===== config.mk =====
export PLATFORM = sky130hd
export DESIGN_NAME = arx64_enc
export DESIGN_NICKNAME = d
export VERILOG_FILES = /design/src/rtl/arx_pkg.sv /design/src/rtl/arx_round.sv /design/src/rtl/arx_ctrl.sv /design/src/rtl/arx_keysched.sv /design/src/rtl/arx64_enc.sv
export SDC_FILE = /design/constraint.sdc
export NUM_CORES = 1
export LEC_CHECK = 0
export CAP_MARGIN = 10
export CORE_UTILIZATION = 40
export DETAILED_ROUTE_END_ITERATION = 16
export DONT_BUFFER_PORTS = 1
export SYNTH_ARGS = -nofsm -noshare
export SYNTH_HDL_FRONTEND = slang
export SYNTH_SLANG_ARGS = --single-unit
export TNS_END_PERCENT = 50

===== constraint.sdc =====
create_clock -name clk -period 7.41 [get_ports clk]
set_input_delay 1.1115 -clock clk [delete_from_list [all_inputs] [get_ports clk]]
set_output_delay 1.1115 -clock clk [all_outputs]
set_load 0.03 [all_outputs]

===== src/rtl/arx_pkg.sv =====
package arx_pkg;
    localparam int WORD      = 32;
    localparam int KEY_WORDS = 4;
    localparam int ROUNDS    = 27;
    localparam int ROT_A     = (WORD == 16) ? 7 : 8;
    localparam int ROT_B     = (WORD == 16) ? 2 : 3;
    localparam int RND_W     = $clog2(ROUNDS);
    localparam int QDEPTH    = KEY_WORDS - 1;

    typedef enum logic [1:0] {
        ST_IDLE = 2'd0,
        ST_RUN  = 2'd1,
        ST_FIN  = 2'd2
    } ctrl_state_t;
endpackage


===== src/rtl/arx_round.sv =====
module arx_round #(
    parameter int W  = 32,
    parameter int RA = 8,
    parameter int RB = 3
) (
    input  logic [W-1:0] x_i,
    input  logic [W-1:0] y_i,
    input  logic [W-1:0] k_i,
    output logic [W-1:0] x_o,
    output logic [W-1:0] y_o
);
    logic [W-1:0] x_rot;
    logic [W-1:0] y_rot;
    logic [W-1:0] sum;

    always_comb begin
        x_rot = (x_i >> RA) | (x_i << (W - RA));
        y_rot = (y_i << RB) | (y_i >> (W - RB));
        sum   = x_rot + y_i;
        x_o   = sum ^ k_i;
        y_o   = y_rot ^ x_o;
    end
endmodule


===== src/rtl/arx_ctrl.sv =====
module arx_ctrl
    import arx_pkg::*;
(
    input  logic             clk,
    input  logic             rst_n,
    input  logic             start_i,
    output logic             load_o,
    output logic             adv_o,
    output logic             busy_o,
    output logic             done_o,
    output logic [RND_W-1:0] rnd_o
);
    localparam logic [RND_W-1:0] LAST = RND_W'(ROUNDS - 1);

    ctrl_state_t state_q, state_d;
    logic [RND_W-1:0] rnd_q;

    always_comb begin
        state_d = state_q;
        unique case (state_q)
            ST_IDLE: if (start_i) state_d = ST_RUN;
            ST_RUN:  if (rnd_q == LAST) state_d = ST_FIN;
            ST_FIN:  state_d = start_i ? ST_RUN : ST_IDLE;
            default: state_d = ST_IDLE;
        endcase
    end

    always_ff @(posedge clk or negedge rst_n) begin
        if (!rst_n) state_q <= ST_IDLE;
        else        state_q <= state_d;
    end

    always_comb begin
        load_o = 1'b0;
        adv_o  = 1'b0;
        busy_o = 1'b0;
        done_o = 1'b0;
        unique case (state_q)
            ST_IDLE: load_o = start_i;
            ST_RUN: begin
                adv_o  = 1'b1;
                busy_o = 1'b1;
            end
            ST_FIN: begin
                done_o = 1'b1;
                load_o = start_i;
            end
            default: ;
        endcase
    end

    always_ff @(posedge clk or negedge rst_n) begin
        if (!rst_n)                  rnd_q <= '0;
        else if (load_o)             rnd_q <= '0;
        else if (adv_o && rnd_q != LAST) rnd_q <= rnd_q + 1'b1;
    end

    assign rnd_o = rnd_q;

    a_r2_round_step: assert property (@(posedge clk) disable iff (!rst_n)
        (state_q == ST_RUN && rnd_q != LAST && !load_o) |=> (rnd_q == $past(rnd_q) + 1'b1));
    a_r5_done_single: assert property (@(posedge clk) disable iff (!rst_n)
        done_o |=> !done_o);
    a_r2_load_zero: assert property (@(posedge clk) disable iff (!rst_n)
        load_o |=> (rnd_q == '0 && busy_o));
endmodule


===== src/rtl/arx_keysched.sv =====
module arx_keysched
    import arx_pkg::*;
(
    input  logic                      clk,
    input  logic                      rst_n,
    input  logic                      load_i,
    input  logic                      adv_i,
    input  logic [KEY_WORDS*WORD-1:0] key_i,
    input  logic [RND_W-1:0]          rnd_i,
    output logic [WORD-1:0]           rk_o
);
    logic [WORD-1:0] k_q;
    logic [WORD-1:0] lq_q [QDEPTH];
    logic [WORD-1:0] l_new;
    logic [WORD-1:0] k_next;
    logic [WORD-1:0] rnd_word;

    assign rnd_word = {{(WORD-RND_W){1'b0}}, rnd_i};

    arx_round #(.W(WORD), .RA(ROT_A), .RB(ROT_B)) u_kround (
        .x_i (lq_q[0]),
        .y_i (k_q),
        .k_i (rnd_word),
        .x_o (l_new),
        .y_o (k_next)
    );

    always_ff @(posedge clk or negedge rst_n) begin
        if (!rst_n)      k_q <= '0;
        else if (load_i) k_q <= key_i[WORD-1:0];
        else if (adv_i)  k_q <= k_next;
    end

    for (genvar g = 0; g < QDEPTH; g++) begin : g_queue
        logic [WORD-1:0] shift_in;
        if (g == QDEPTH - 1) begin : g_tail
            assign shift_in = l_new;
        end else begin : g_body
            assign shift_in = lq_q[g+1];
        end
        always_ff @(posedge clk or negedge rst_n) begin
            if (!rst_n)      lq_q[g] <= '0;
            else if (load_i) lq_q[g] <= key_i[(g+1)*WORD +: WORD];
            else if (adv_i)  lq_q[g] <= shift_in;
        end
    end

    assign rk_o = k_q;

    a_r9_key_hold: assert property (@(posedge clk) disable iff (!rst_n)
        (!load_i && !adv_i) |=> $stable(k_q));
endmodule


===== src/rtl/arx64_enc.sv =====
module arx64_enc
    import arx_pkg::*;
(
    input  logic                      clk,
    input  logic                      rst_n,
    input  logic                      start_i,
    input  logic [KEY_WORDS*WORD-1:0] key_i,
    input  logic [2*WORD-1:0]         pt_i,
    output logic                      busy_o,
    output logic                      done_o,
    output logic [2*WORD-1:0]         ct_o
);
    logic             load;
    logic             adv;
    logic [RND_W-1:0] rnd;
    logic [WORD-1:0]  rk;
    logic [WORD-1:0]  x_q, y_q, x_d, y_d;

    arx_ctrl u_ctrl (
        .clk     (clk),
        .rst_n   (rst_n),
        .start_i (start_i),
        .load_o  (load),
        .adv_o   (adv),
        .busy_o  (busy_o),
        .done_o  (done_o),
        .rnd_o   (rnd)
    );

    arx_keysched u_ks (
        .clk    (clk),
        .rst_n  (rst_n),
        .load_i (load),
        .adv_i  (adv),
        .key_i  (key_i),
        .rnd_i  (rnd),
        .rk_o   (rk)
    );

    arx_round #(.W(WORD), .RA(ROT_A), .RB(ROT_B)) u_dround (
        .x_i (x_q),
        .y_i (y_q),
        .k_i (rk),
        .x_o (x_d),
        .y_o (y_d)
    );

    always_ff @(posedge clk or negedge rst_n) begin
        if (!rst_n) begin
            x_q <= '0;
            y_q <= '0;
        end else if (load) begin
            x_q <= pt_i[2*WORD-1:WORD];
            y_q <= pt_i[WORD-1:0];
        end else if (adv) begin
            x_q <= x_d;
            y_q <= y_d;
        end
    end

    assign ct_o = {x_q, y_q};

    a_r2_busy_after_start: assert property (@(posedge clk) disable iff (!rst_n)
        (start_i && !busy_o) |=> busy_o);
    a_r5_done_at_end: assert property (@(posedge clk) disable iff (!rst_n)
        $fell(busy_o) |-> done_o);
    a_r7_ct_hold: assert property (@(posedge clk) disable iff (!rst_n)
        (!busy_o && !start_i) |=> $stable(ct_o));
    a_r5_not_both: assert property (@(posedge clk) disable iff (!rst_n)
        !(busy_o && done_o));
endmodule


==> impl_metrics.yaml <==
outcome:
  status: "completed"
floorplanning:
  die-area_um2: 31900
  start_util: 0.408
  io_pins: 261
  row_count: 64
  core-area_um2: 30600
  fp.dieH_um: 179
  fp.dieW_um: 179
clocking:
  post_cts_resized: 0
  holdBufCountCts: 0
  cts.path.max_buffers: 2
  cts_tree: "yes"
  ctsRootBufferMaster: "clkbuf_16"
  numCtsBuffers: 17
  clk_latency_ps: 460
  clock_sinks: 199
  path_clk_slew_ps: 80
  post_cts_buffers: 0
  htree_levels: 4
run:
  drv_cap: 0
sta:
  rsz0062_at_grt: "no"
  slew_violations: 0
  finalHoldViolations: 0
  fin_tns_setup_ps: 0
  fin_ws_ps: 3830
  clock.fmax_mhz: 280
  slew_headroom: 0.231
  setup_violations: 0
  period_share: 0.483
  layout_min_cycle_time_ps: 3580
  worstMarginPinSlew_ps: 1150
  skew_ps: 12.9
global_routing:
  grt_max_degree: 200
  grt_use_total: 0.251
  antenna_found_initial: 1
  grt_pass1_wl_mm: 60.4
  grt_util_met2: 0.397
  gr-total-overflow: 0
  grtUsageMet1: 0.348
  grt_pass1_vias: 10100
  globalRouteMet3Util: 0.0659
  top_usage_layer: "met2"
placement:
  port-buffer-count: 0
  gp_congestion: 0.896
  dp_hpwl_mm: 29.6
  place_ws_ps: 3870
  placed_cells: 1690
logic_synthesis:
  yosys_register_bits: 199
  async_flop_share: 1.00
  synth_ff_type: "dfrtp_1"
  synth_fp_nets: 1627
  avgSynthCellArea_um2: 9.13
  yosys-top-cells-area: "dfrtp_1, a22oi_1, nand2_1, xnor2_1, ha_1"
  synth_edf_count: 0
  yosys.area.top_type: "dfrtp_1"
  yosys.area.top_type_share: 0.399
  synthesis.area_um2: 12500
  synth_warnings: 0
  ys_seq_area_frac: 0.399
  ys_types: 68
  synthCells: 1366
hold_path:
  hp-class: "in -> async"
setup_path:
  worstRegToRegCells: 12
  crit_family: "compound AO/OA/AOI/OAI gates"
  cp_max_fo: 5
  cp_num_buf_inv: 1
  worstPathCellList: "ha_1 -> inv_1 -> fa_1 -> nor2b_1 -> o211ai_1 -> a31oi_1 -> a21o_1 -> a41oi_2 -> o31ai_1 -> o21a_1 -> xnor3_1 -> o21ai_0"
  crit_type: "reg -> reg"
  endpoint_kind: "flip-flop"
  crit_slowest_cell: "dfrtp_1"
  cp_data_required_time_ps: 7780
  crit_path_start_kind: "flip-flop"
  timing.reg2reg.setup_slack_ps: 3830
  rr_startpoint: "y_q[0]$_DFFE_PN0P_"
  reg2reg_to: "y_q[30]$_DFFE_PN0P_"
  slowest_delay_ps: 680
  crit_arrival_ps: 3950
cells_and_area:
  mostFrequentLayoutCells: "nand2_1, dfrtp_1, a22oi_1, xnor2_1, o21ai_0"
  fin_cells: 1721
  nets: 1574
  final_common_cell: "nand2_1"
  drive_gt1_frac: 0.0385
  area_growth_pct: 5.80
drt:
  dr.first_iter.drc_count: 768
  dr.pass1.iters: 5
  drt.antenna.violating_nets: 0
  avgRoutedWirePerCell_um: 23.3
  routed_wl_mm: 40.0
  avgViaCountPerCell: 6.00
  drt_drc_violations_left: 0
  vias: 10300
[registers in the layout (all words and copies together), names as in the netlist]
register	cells
u_ks.lq_q	32
u_ks.g_queue.shift_in	64
x_q	32
u_ctrl.state_q	2
u_ks.rk_o	32
u_ctrl.rnd_o	5
y_q	32
[metrics by stage]
stage | utilization | area, um2 | hold slack [ps]
final | 0.431 | 13200 | 351
after global routing | 0.431 | 13200 | 332
after CTS | 0.431 | 13200 | 339
after detailed placement | 0.414 | 12700 | 463
after global placement | 0.414 | 12700 | 458
after floorplan | - | 12500 | 446
[cell type report]
class	instances	area, um2
antenna	1	2.50
tap	396	495
fill	3060	17400
sequential	199	4980
timing repair buffer	7	52.6
clock buffer	23	488
multi-input combinational	1068	7050
clock inverter	7	46.3
inverter	20	77.6
[worst max path at each step]
stage               slack, ps                from                  end  cells past startpoint
detailed placement       3870             start_i  x_q[22]$_DFFE_PN0P_                      5
CTS                      3850  y_q[0]$_DFFE_PN0P_  y_q[30]$_DFFE_PN0P_                     12
global route             3640  y_q[0]$_DFFE_PN0P_  y_q[30]$_DFFE_PN0P_                     12
finish                   3830  y_q[0]$_DFFE_PN0P_  y_q[30]$_DFFE_PN0P_                     12
global placement         3890             start_i  x_q[22]$_DFFE_PN0P_                      5
floorplan                4450  y_q[0]$_DFFE_PN0P_  y_q[30]$_DFFE_PN0P_                     12
[Yosys cell counts (5+ instances only)]
library cell  instances
xnor3_1               5
a21o_1               38
nand2b_1              8
and3_1               12
nor2b_1               9
nand3_1              17
a21oi_1              63
ha_1                 64
o21ai_0              96
dfrtp_1             199
xnor2_1              98
nor3_1                9
xor2_1               62
a22oi_1             156
buf_1                 9
o21bai_1              9
o22ai_1               5
a31oi_1              24
a211oi_1              9
inv_1                19
clkbuf_1             58
o21a_1               10
nand2_1             253
nand4_1               7
nor2_1               56
[cell families (layout without fill, tap and decap cells)]
family,Yosys count,after routing,synth area share
buffers and inverters,99,57,0.0370
AO/OA/AOI/OAI,457,457,0.248
flip-flops,199,199,0.399
other,0,1,0
AND/OR/NAND/NOR,380,380,0.127
XOR/XNOR,165,165,0.121
adder cells (fa/ha/maj),66,66,0.0674
[layer usage]
layer | part of all wire | vias up
met3 | 0.086 | 21
met4 | 0.0066 | 0
met5 | 0 | -
li1 | - | 4801
met2 | 0.45 | 372
met1 | 0.45 | 5132
Power is not shown: default switching activity piles up to over one toggle a cycle in this logic, so the estimate is an artifact.
